### config.mk
export PLATFORM = sky130hd
export DESIGN_NAME = mask_editor
export DESIGN_NICKNAME = d
export VERILOG_FILES = /design/src/rtl/mask_edit_pkg.sv /design/src/rtl/mask_src_buf.sv /design/src/rtl/mask_len_bcd.sv /design/src/rtl/mask_editor.sv
export SDC_FILE = /design/constraint.sdc
export NUM_CORES = 1
export LEC_CHECK = 0
export ABC_AREA = 1
export BUFFER_PORTS_ARGS = -buffer_cell sky130_fd_sc_hd__buf_2
export CAP_MARGIN = 20
export CORE_ASPECT_RATIO = 2
export CORE_MARGIN = 1.5
export CORE_UTILIZATION = 57
export DETAILED_ROUTE_END_ITERATION = 16
export PLACE_DENSITY_LB_ADDON = 0.3
export SYNTH_ARGS = -nofsm -noshare
export SYNTH_HDL_FRONTEND = slang
export SYNTH_SLANG_ARGS = --single-unit
### constraint.sdc
create_clock -name clk -period 2.45 [get_ports clk]
set_input_delay 0.245 -clock clk [delete_from_list [all_inputs] [get_ports clk]]
set_output_delay 0.245 -clock clk [all_outputs]
set_load 0.005 [all_outputs]
### src/rtl/mask_edit_pkg.sv
package mask_edit_pkg;

    typedef enum logic [2:0] {
        ST_LOAD,
        ST_FETCH,
        ST_FC,
        ST_QUOTE,
        ST_RUN,
        ST_DONE
    } edit_state_t;

    typedef enum logic [1:0] {
        OP_COPY,
        OP_SKIP,
        OP_BLANK,
        OP_LEN
    } edit_op_t;

    localparam logic [7:0] CH_COPY  = 8'h53;
    localparam logic [7:0] CH_SKIP  = 8'h49;
    localparam logic [7:0] CH_BLANK = 8'h42;
    localparam logic [7:0] CH_F     = 8'h46;
    localparam logic [7:0] CH_C     = 8'h43;
    localparam logic [7:0] CH_QUOTE = 8'h27;
    localparam logic [7:0] CH_SPACE = 8'h20;
    localparam logic [7:0] CH_ZERO  = 8'h30;

    function automatic logic is_digit(input logic [7:0] b);
        return (b >= 8'h30) && (b <= 8'h39);
    endfunction

endpackage

### src/rtl/mask_src_buf.sv
module mask_src_buf #(
    parameter int DEPTH = 64,
    parameter int DW    = 8
) (
    input  logic          clk,
    input  logic          rst_n,
    input  logic          clr,
    input  logic          wr_en,
    input  logic [DW-1:0] wr_data,
    input  logic          rd_adv,
    output logic [DW-1:0] rd_data,
    output logic          rd_avail
);
    localparam int AW = $clog2(DEPTH);
    localparam int CW = AW + 1;

    logic [DW-1:0] mem [DEPTH];
    logic [CW-1:0] wr_cnt;
    logic [CW-1:0] rd_ptr;

    always_ff @(posedge clk or negedge rst_n) begin
        if (!rst_n) begin
            wr_cnt <= '0;
            rd_ptr <= '0;
        end else if (clr) begin
            wr_cnt <= '0;
            rd_ptr <= '0;
        end else begin
            if (wr_en && (wr_cnt < CW'(DEPTH))) wr_cnt <= wr_cnt + 1'b1;
            if (rd_adv) rd_ptr <= rd_ptr + 1'b1;
        end
    end

    always_ff @(posedge clk) begin
        if (wr_en && (wr_cnt < CW'(DEPTH))) mem[wr_cnt[AW-1:0]] <= wr_data;
    end

    assign rd_avail = rd_ptr < wr_cnt;
    assign rd_data  = mem[rd_ptr[AW-1:0]];


    read_in_range_chk: assert property (@(posedge clk) disable iff (!rst_n)
        rd_adv |-> rd_avail);

endmodule

### src/rtl/mask_len_bcd.sv
module mask_len_bcd #(
    parameter int DIGITS = 4
) (
    input  logic                   clk,
    input  logic                   rst_n,
    input  logic                   clr,
    input  logic                   inc,
    output logic [DIGITS-1:0][3:0] digits
);
    logic [DIGITS-1:0][3:0] dig_q;
    logic [DIGITS-1:0][3:0] dig_d;
    logic                   all_nine;

    always_comb begin
        logic carry;
        all_nine = 1'b1;
        for (int i = 0; i < DIGITS; i++) begin
            if (dig_q[i] != 4'd9) all_nine = 1'b0;
        end
        carry = inc && !all_nine;
        dig_d = dig_q;
        for (int i = 0; i < DIGITS; i++) begin
            if (carry) begin
                if (dig_q[i] == 4'd9) begin
                    dig_d[i] = 4'd0;
                end else begin
                    dig_d[i] = dig_q[i] + 4'd1;
                    carry    = 1'b0;
                end
            end
        end
    end

    always_ff @(posedge clk or negedge rst_n) begin
        if (!rst_n)   dig_q <= '0;
        else if (clr) dig_q <= '0;
        else          dig_q <= dig_d;
    end

    assign digits = dig_q;

    for (genvar g = 0; g < DIGITS; g++) begin : g_dig_chk

        bcd_digit_chk: assert property (@(posedge clk) disable iff (!rst_n)
            dig_q[g] <= 4'd9);
    end

endmodule

### src/rtl/mask_editor.sv
module mask_editor
    import mask_edit_pkg::*;
#(
    parameter int DEPTH = 64,
    parameter int REP_W = 8
) (
    input  logic       clk,
    input  logic       rst_n,
    input  logic       src_valid,
    output logic       src_ready,
    input  logic [7:0] src_data,
    input  logic       src_last,
    input  logic       msk_valid,
    output logic       msk_ready,
    input  logic [7:0] msk_data,
    input  logic       msk_last,
    output logic       out_valid,
    input  logic       out_ready,
    output logic [7:0] out_data,
    output logic       edit_done,
    output logic       underflow
);
    localparam int LEN_DIGITS = 4;

    edit_state_t state_q, state_d;
    edit_op_t    op_q, op_d;
    logic [REP_W-1:0] rep_q, rep_d, acc_q, acc_d, rep_start;
    logic [1:0]  dig_q, dig_d;
    logic        mlast_q, mlast_d, uflow_q, uflow_d;

    logic        src_hs, msk_hs, step_done, rd_adv, rd_avail, clr;
    logic [7:0]  rd_data;
    logic [LEN_DIGITS-1:0][3:0] len_bcd;

    assign src_hs    = src_valid && src_ready;
    assign msk_hs    = msk_valid && msk_ready;
    assign clr       = (state_q == ST_DONE);
    assign rep_start = (acc_q == '0) ? REP_W'(1) : acc_q;

    mask_src_buf #(.DEPTH(DEPTH), .DW(8)) i_buf (
        .clk(clk), .rst_n(rst_n), .clr(clr), .wr_en(src_hs), .wr_data(src_data),
        .rd_adv(rd_adv), .rd_data(rd_data), .rd_avail(rd_avail)
    );

    mask_len_bcd #(.DIGITS(LEN_DIGITS)) i_len (
        .clk(clk), .rst_n(rst_n), .clr(clr), .inc(src_hs), .digits(len_bcd)
    );

    // Output and handshake decode
    always_comb begin
        src_ready = 1'b0;
        msk_ready = 1'b0;
        out_valid = 1'b0;
        out_data  = CH_SPACE;
        rd_adv    = 1'b0;
        step_done = 1'b0;
        unique case (state_q)
            ST_LOAD:  src_ready = 1'b1;
            ST_FETCH: msk_ready = 1'b1;
            ST_FC:    msk_ready = 1'b1;
            ST_QUOTE: begin
                msk_ready = (msk_data == CH_QUOTE) || out_ready;
                out_valid = msk_valid && (msk_data != CH_QUOTE);
                out_data  = msk_data;
            end
            ST_RUN: begin
                unique case (op_q)
                    OP_COPY: begin
                        out_valid = rd_avail;
                        out_data  = rd_data;
                        rd_adv    = rd_avail && out_ready;
                        step_done = rd_avail ? out_ready : 1'b1;
                    end
                    OP_SKIP: begin
                        rd_adv    = rd_avail;
                        step_done = 1'b1;
                    end
                    OP_BLANK: begin
                        out_valid = 1'b1;
                        step_done = out_ready;
                    end
                    OP_LEN: begin
                        out_valid = 1'b1;
                        out_data  = CH_ZERO | {4'd0, len_bcd[2'd3 - dig_q]};
                        step_done = out_ready && (dig_q == 2'd3);
                    end
                endcase
            end
            ST_DONE: ;
        endcase
    end

    assign edit_done = (state_q == ST_DONE);
    assign underflow = uflow_q;

    // Next-state logic
    always_comb begin
        state_d = state_q;
        op_d    = op_q;
        rep_d   = rep_q;
        acc_d   = acc_q;
        dig_d   = dig_q;
        mlast_d = mlast_q;
        uflow_d = uflow_q;
        unique case (state_q)
            ST_LOAD: if (src_hs && src_last) state_d = ST_FETCH;
            ST_FETCH: if (msk_hs) begin
                mlast_d = msk_last;
                acc_d   = '0;
                state_d = msk_last ? ST_DONE : ST_FETCH;
                if (is_digit(msk_data)) begin
                    acc_d = acc_q * REP_W'(10) + REP_W'(msk_data[3:0]);
                end else if (msk_data == CH_COPY || msk_data == CH_SKIP ||
                             msk_data == CH_BLANK) begin
                    op_d    = (msk_data == CH_COPY) ? OP_COPY :
                              (msk_data == CH_SKIP) ? OP_SKIP : OP_BLANK;
                    rep_d   = rep_start;
                    state_d = ST_RUN;
                end else if (msk_data == CH_F && !msk_last) begin
                    acc_d   = acc_q;
                    state_d = ST_FC;
                end else if (msk_data == CH_QUOTE && !msk_last) begin
                    state_d = ST_QUOTE;
                end
            end
            ST_FC: if (msk_hs) begin
                mlast_d = msk_last;
                acc_d   = '0;
                dig_d   = '0;
                if (msk_data == CH_C) begin
                    op_d    = OP_LEN;
                    rep_d   = rep_start;
                    state_d = ST_RUN;
                end else begin
                    state_d = msk_last ? ST_DONE : ST_FETCH;
                end
            end
            ST_QUOTE: if (msk_hs && (msk_last || msk_data == CH_QUOTE)) begin
                state_d = msk_last ? ST_DONE : ST_FETCH;
            end
            ST_RUN: begin
                if ((op_q == OP_COPY || op_q == OP_SKIP) && !rd_avail) uflow_d = 1'b1;
                if (op_q == OP_LEN && out_ready) dig_d = dig_q + 2'd1;
                if (step_done) begin
                    if (rep_q == REP_W'(1)) state_d = mlast_q ? ST_DONE : ST_FETCH;
                    else                    rep_d   = rep_q - 1'b1;
                end
            end
            ST_DONE: begin
                uflow_d = 1'b0;
                acc_d   = '0;
                state_d = ST_LOAD;
            end
        endcase
    end

    // State register
    always_ff @(posedge clk or negedge rst_n) begin
        if (!rst_n) begin
            state_q <= ST_LOAD;
            op_q    <= OP_COPY;
            rep_q   <= '0;
            acc_q   <= '0;
            dig_q   <= '0;
            mlast_q <= 1'b0;
            uflow_q <= 1'b0;
        end else begin
            state_q <= state_d;
            op_q    <= op_d;
            rep_q   <= rep_d;
            acc_q   <= acc_d;
            dig_q   <= dig_d;
            mlast_q <= mlast_d;
            uflow_q <= uflow_d;
        end
    end


    mask_hold_chk: assert property (@(posedge clk) disable iff (!rst_n)
        (src_valid && src_ready && !src_last) |=> !msk_ready);


    done_pulse_chk: assert property (@(posedge clk) disable iff (!rst_n)
        edit_done |=> !edit_done);


    out_hold_chk: assert property (@(posedge clk) disable iff (!rst_n)
        (out_valid && !out_ready && (state_q == ST_RUN)) |=> (out_valid && $stable(out_data)));


    underflow_src_chk: assert property (@(posedge clk) disable iff (!rst_n)
        $rose(underflow) |-> ($past(state_q) == ST_RUN));

endmodule

=== Yosys cells after proc, flatten, opt, wreduce, memory -nomap -nowiden ===
Memories as Yosys holds them, arrays and structs flattened.
Cells that the tools add are included.

* Reductions and logical operators: 45
* Bitwise gates (word level): 0
* Equal/unequal tests: 38
* Divide/modulo/power cells: 0
* Shift operators: 0
* Muxes and demuxes: 80
* Multipliers: 1
* Add/sub/neg operators: 10
* $lt $le $gt $ge: 5

{| class="wikitable"
|+ Operator list
! cell !! number
|-
| $mux W8 || 13
|-
| $pmux W8 S3 || 2
|-
| $eq A8 B7 Y1 const B || 5
|-
| $mux W3 || 13
|-
| $mux W4 || 9
|-
| $pmux W8 S2 || 2
|-
| $mux W7 || 4
|-
| $ne A2 B2 Y1 const B || 12
|-
| $ne A4 B4 Y1 const B || 5
|-
| $mux W2 || 9
|-
| $pmux W3 S6 || 1
|-
| $reduce_bool A2 Y1 || 9
|-
| $mux W1 || 17
|-
| $add A4 B1 Y4 const B || 4
|-
| $eq A4 B4 Y1 const B || 4
|-
| $mux W16 || 1
|-
| $add A7 B1 Y7 const B || 2
|-
| $logic_and A1 B1 Y1 || 14
|-
| $reduce_and A6 Y1 || 2
|-
| $pmux W1 S2 || 5
|-
| $add A8 B4 Y8 || 1
|-
| $bmux W4 S2 || 1
|-
| $eq A8 B1 Y1 const B || 1
|-
| $eq A8 B6 Y1 const B || 1
|-
| other kinds (28) || 42
|}

* Input bits: 23
* ROM bits: 0
* Memory bits (writable): 512
* Latch bits: 0
* Word-level logic and storage cells: 193
* Output and inout port bits: 13
* Memories kept: 1
* Register bits: 55

{| class="wikitable"
|+ Memories
! name !! words !! width !! rd ports !! clocked after memory_dff !! write ports !! RTL line !! RTL
|-
| i_buf.mem || 64 || 8 || 1 || 0 || 1 || mask_src_buf.sv:17 || <nowiki>logic [DW-1:0] mem [DEPTH];</nowiki>
|}

=== Longest topological paths before layout ===
* Depth in word-level cells: 12
* Depth in mapped cells: 18
* Depth with buffers taken out: 16

=== Hierarchy ===
From an unflattened synthesis, not the netlist that was laid out.

* Cells, all modules: 2708
* Area total of the unflattened synthesis: 26256.4 um2

{| class="wikitable"
|+ Modules (own cells, without submodules)
! module !! cells an instance !! times used !! sequential area each (um2) !! area an instance (um2)
|-
| mask_src_buf || 2189 || 1 || 15725.1 || 22701.8
|-
| mask_editor || 395 || 1 || 625.6 || 2506.2
|-
| mask_len_bcd || 124 || 1 || 400.4 || 1048.5
|}

=== Worst setup path before layout ===
No wires, ideal clock.

* Path kind: register to register
* Start: register state_q[1]
* End: memory i_buf.mem[15][0] (enable)
* Cell stages (with the launch flop): 8
* Arrival: 1.966 ns
* Required time: 2.055 ns
* Path buffers: 0
* Setup slack: 0.089 ns
* Period minus slack after synthesis: 2.361 ns
* Library setup time: 0.395 ns
* Cells stage by stage: dfrtp_1 -> nor2_2 -> nand2_2 -> nor2_4 -> nand2_1 -> nor2_1 -> inv_1 -> nor4_1

* Word-level cells in the longest chain between the ends: 6

{| class="wikitable"
|+ RTL lines
! what !! RTL line !! RTL
|-
| from (decl) || mask_editor.sv:25 || <nowiki>edit_state_t state_q, state_d;</nowiki>
|-
| from (signal assigned) || mask_editor.sv:168 || <nowiki>state_q <= state_d;</nowiki>
|-
| $logic_not A3 Y1 || mask_editor.sv:57 || <nowiki>unique case (state_q)</nowiki>
|-
| $mux W1 || mask_editor.sv:57 ||
|-
| $logic_and A1 B1 Y1 || mask_editor.sv:35 || <nowiki>assign src_hs = src_valid && src_ready;</nowiki>
|-
| $logic_and A1 B1 Y1 || mask_src_buf.sv:35 || <nowiki>if (wr_en && (wr_cnt < CW'(DEPTH))) mem[wr_cnt[AW-1:0]] <= wr_data;</nowiki>
|-
| $mux W1 || mask_src_buf.sv:35 ||
|-
| $mux W1 (implied by the code) || mask_src_buf.sv:35 ||
|-
| to (decl) || mask_src_buf.sv:17 ||
|}

No other way between the ends.

=== Worst setup path in the final report ===
* Start: register i_buf.rd_ptr[0]
* End: output out_data[3]

* Word-level cells in the longest chain between the ends: 3

{| class="wikitable"
|+ RTL lines
! what !! RTL line !! RTL
|-
| from (decl) || mask_src_buf.sv:19 || <nowiki>logic [CW-1:0] rd_ptr;</nowiki>
|-
| from (signal assigned) || mask_src_buf.sv:30 || <nowiki>if (rd_adv) rd_ptr <= rd_ptr + 1'b1;</nowiki>
|-
| $mem_v2 Z64 W8 || n/a ||
|-
| $pmux W8 S2 || mask_editor.sv:67 || <nowiki>unique case (op_q)</nowiki>
|-
| $pmux W8 S2 || mask_editor.sv:57 ||
|-
| to (decl) || mask_editor.sv:19 || <nowiki>output logic [7:0] out_data,</nowiki>
|}

No other way between the ends.

==> flow_metrics.env <==
export IMPL_report_final_slew_viol_count=0
export IMPL_multi_input_area_um2=7270
export IMPL_grt_pass1_wl_um=104000
export IMPL_cp_data_required_time_ps=2200
export IMPL_post_dp_hpwl_um=45300
export IMPL_drc=0
export IMPL_fmax_mhz=325
export IMPL_placedCellCount=2861
export IMPL_met1_usage_pct=32.6
export IMPL_final_common_cell="edfxtp_1"
export IMPL_setup_viol=9
export IMPL_cts_max_path_buffers=3
export IMPL_cts_tree="built"
export IMPL_rrSetupSlack_ps=70
export IMPL_cts_root_buffer="clkbuf_16"
export IMPL_ys_seq_area_share_pct=68.0
export IMPL_grt_antenna_before_repair=0
export IMPL_max_slew_margin_rel_pct=44.9
export IMPL_cts_sinks=567
export IMPL_die_area_um2=44500
export IMPL_wire_per_inst_um=23.8
export IMPL_n_fill_cell=2911
export IMPL_clk_latency_ps=580
export IMPL_path_cells="clkinv_8 -> buf_12 -> buf_12 -> o21ai_1 -> o21ai_1 -> o211ai_1 -> nand2_1 -> nand3_2 -> nand2_2 -> nand2_1 -> nand2_1 -> buf_2"
export IMPL_initial_utilization_pct=57.9
export IMPL_status="complete, but fails checks"
export IMPL_synth_edf_count=512
export IMPL_drtPass1Iterations=6
export IMPL_synth_main_ff_cell="edfxtp_1"
export IMPL_seq_area_um2=16800
export IMPL_drive_gt1_share_pct=18.1
export IMPL_die_w_um=150
export IMPL_violations="setup timing"
export IMPL_use_met2_pct=55.0
export IMPL_crit_slowest_cell="dfrtp_4"
export IMPL_finalWorstSetupSlack_ps=-630
export IMPL_globalplace_congestion=0.955
export IMPL_drt_initial_drc_count=1579
export IMPL_wirelength_um=70800
export IMPL_worstMarginPinSlew_ps=827
export IMPL_io_buffers=35
export IMPL_synth_area_um2=24600
export IMPL_synth_seq_cells=567
export IMPL_endpoint_kind="primary output"
export IMPL_powerDensity_nw_per_um2=780
export IMPL_cp_common_cell="nand2_1"
export IMPL_grtUsageMet3_pct=3.76
export IMPL_grt_pass1_vias=18500
export IMPL_gr_usage_all_layers_pct=31.4
export IMPL_ir_drop_mv=0.516
export IMPL_num_vias=18300
export IMPL_placed_area_um2=26700
export IMPL_busiest_layer="met2"
export IMPL_hold_violations=0
export IMPL_synth_cell_types=51
export IMPL_cts_clk_slew_worst_paths_ps=70
export IMPL_coreArea_um2=42600
export IMPL_final_cells=2980
export IMPL_finalCritPeriodShare_pct=126
export IMPL_crit_path_start_kind="flip-flop"
export IMPL_ant_nets=0
export IMPL_syn_inst=2212
export IMPL_layout_common_cells="edfxtp_1, nor2_1, nand2_1"
export IMPL_grt_max_degree=65
export IMPL_p_leak_nw=10.9
export IMPL_maxCapViolations=0
export IMPL_synth_warning_count=0
export IMPL_avgSynthCellArea_um2=11.1
export IMPL_syn_num_nets=2270
export IMPL_min_period_ps=3080
export IMPL_cp_slowest_stage_delay_ps=590
export IMPL_cp_max_fo=25
export IMPL_syn2layout_area_growth_pct=18.5
export IMPL_hold_path_class="primary input to flip-flop"
export IMPL_htree_levels=2
export IMPL_final_setup_tns_ps=-5050
export IMPL_layout_nets=2458
export IMPL_grt_overflow=0
export IMPL_rsz0062_at_grt="yes"
export IMPL_num_io_pins=36
export IMPL_crit_type="flip-flop to primary output"
export IMPL_cts_buffers=47
export IMPL_fin_area_um2=29200
export IMPL_rows=107
export IMPL_viasPerCell=6.12
export IMPL_clock_skew_final_ps=22.3
export IMPL_arrival_ps=2830
export IMPL_die_h_um=297
export IMPL_async_reset_ff_share_pct=9.70
[path summary, 6_finish.rpt]
kind                                 startpoint         endpoint  depth (start not counted)
worst max register to register  i_buf.rd_ptr[0]  i_buf.rd_ptr[5]                         10
worst max-delay path            i_buf.rd_ptr[0]      out_data[3]                         12
min in group asynchronous                 rst_n         rep_q[1]                          2
max in group asynchronous                 rst_n  i_buf.rd_ptr[0]                          3
worst min register to register          mlast_q          mlast_q                          2
worst min-delay path                  msk_valid          mlast_q                          3
[sequential cells by signal, indices dropped and copies added (netlist names)]
signal	cells
mlast_q	1
i_len.digits	16
underflow	1
state_q	3
rep_q	8
acc_q	8
i_buf.rd_ptr	7
op_q	2
i_buf.wr_cnt	7
dig_q	2
i_buf.mem	512
[synthesized netlist by cell type, types with 5 or more instances]
library cell,count,area [µm²]
nor2_1,399,1500
nand3_1,142,711
nand4_1,12,75.1
dfrtp_1,55,1380
o21ai_0,252,1260
clkbuf_1,45,169
edfxtp_1,512,15400
o21ai_1,26,130
or2_2,5,31.3
o221ai_1,8,70.1
o211ai_1,50,375
a21oi_1,45,225
buf_2,49,245
xor2_1,9,78.8
buf_4,10,75.1
inv_1,118,443
ha_1,33,413
nor3_1,11,55.1
nand2_1,317,1190
o22ai_1,47,294
inv_2,6,22.5
[layout make-up]
| class | instances | area share [%] |
|---|---|---|
| Sequential cell | 567 | 57.4 |
| Multi-Input combinational cell | 1408 | 24.9 |
| Timing Repair Buffer | 249 | 8.83 |
| Clock buffer | 53 | 4.18 |
| Tap cell | 545 | 2.34 |
| Inverter | 127 | 1.68 |
| Clock inverter | 30 | 0.656 |
| Antenna cell | 1 | 0.00857 |
[metal layers]
metal,wire length (µm),up-vias
li1,-,8182
met1,22300,8840
met2,37200,914
met3,4480,316
met4,6800,0
met5,0,-
[per-stage QoR]
| stage | power (mW) | worst slack, ps | hold slack [ps] | utilization (%) |
|---|---|---|---|---|
| finish | 22.8 | -630 | 38.1 | 68.6 |
| global route | 23.5 | -700 | 30.4 | 68.6 |
| CTS | 22.3 | -543 | 20.8 | 67.2 |
| global placement | 14.8 | -31.7 | 218 | 62.6 |
| floorplan | 13.4 | 88.9 | -50.6 | - |
| detailed placement | 14.9 | -57.6 | 228 | 62.6 |
[worst max-delay path, delay by kind of cell, from the launching register on]
family,cells,cell delay (ps)
flip-flops,1,590
buffers and inverters,4,560
AO/OA/AOI/OAI,3,590
AND/OR/NAND/NOR,5,520
[kinds of logic after synthesis]
family	share of synthesized area [%]
compound gates	10.4
xor+xnor	0.427
fa+ha+maj	1.84
buf+inv	4.11
flops	68.0
mux	0.122
simple gates	15.1
[where the power goes]
part	switching, mW	internal (mW)
clock network	3.37	3.70
logic	2.94	1.82
registers	0.195	10.7
total	6.50	16.3
[what timing repair did]
action / 4_1_cts / 5_1_grt
buffers inserted: 7 / 15
endpoints found under the hold margin: 20 / 0
hold buffers: 2 / 0
gates resized for setup: 61 / 127
endpoints found under the setup margin: 9 / 47
gates cloned: 8 / 5
pin swaps: 17 / 53
No activity file was read; power rests on OpenSTA's default activity.
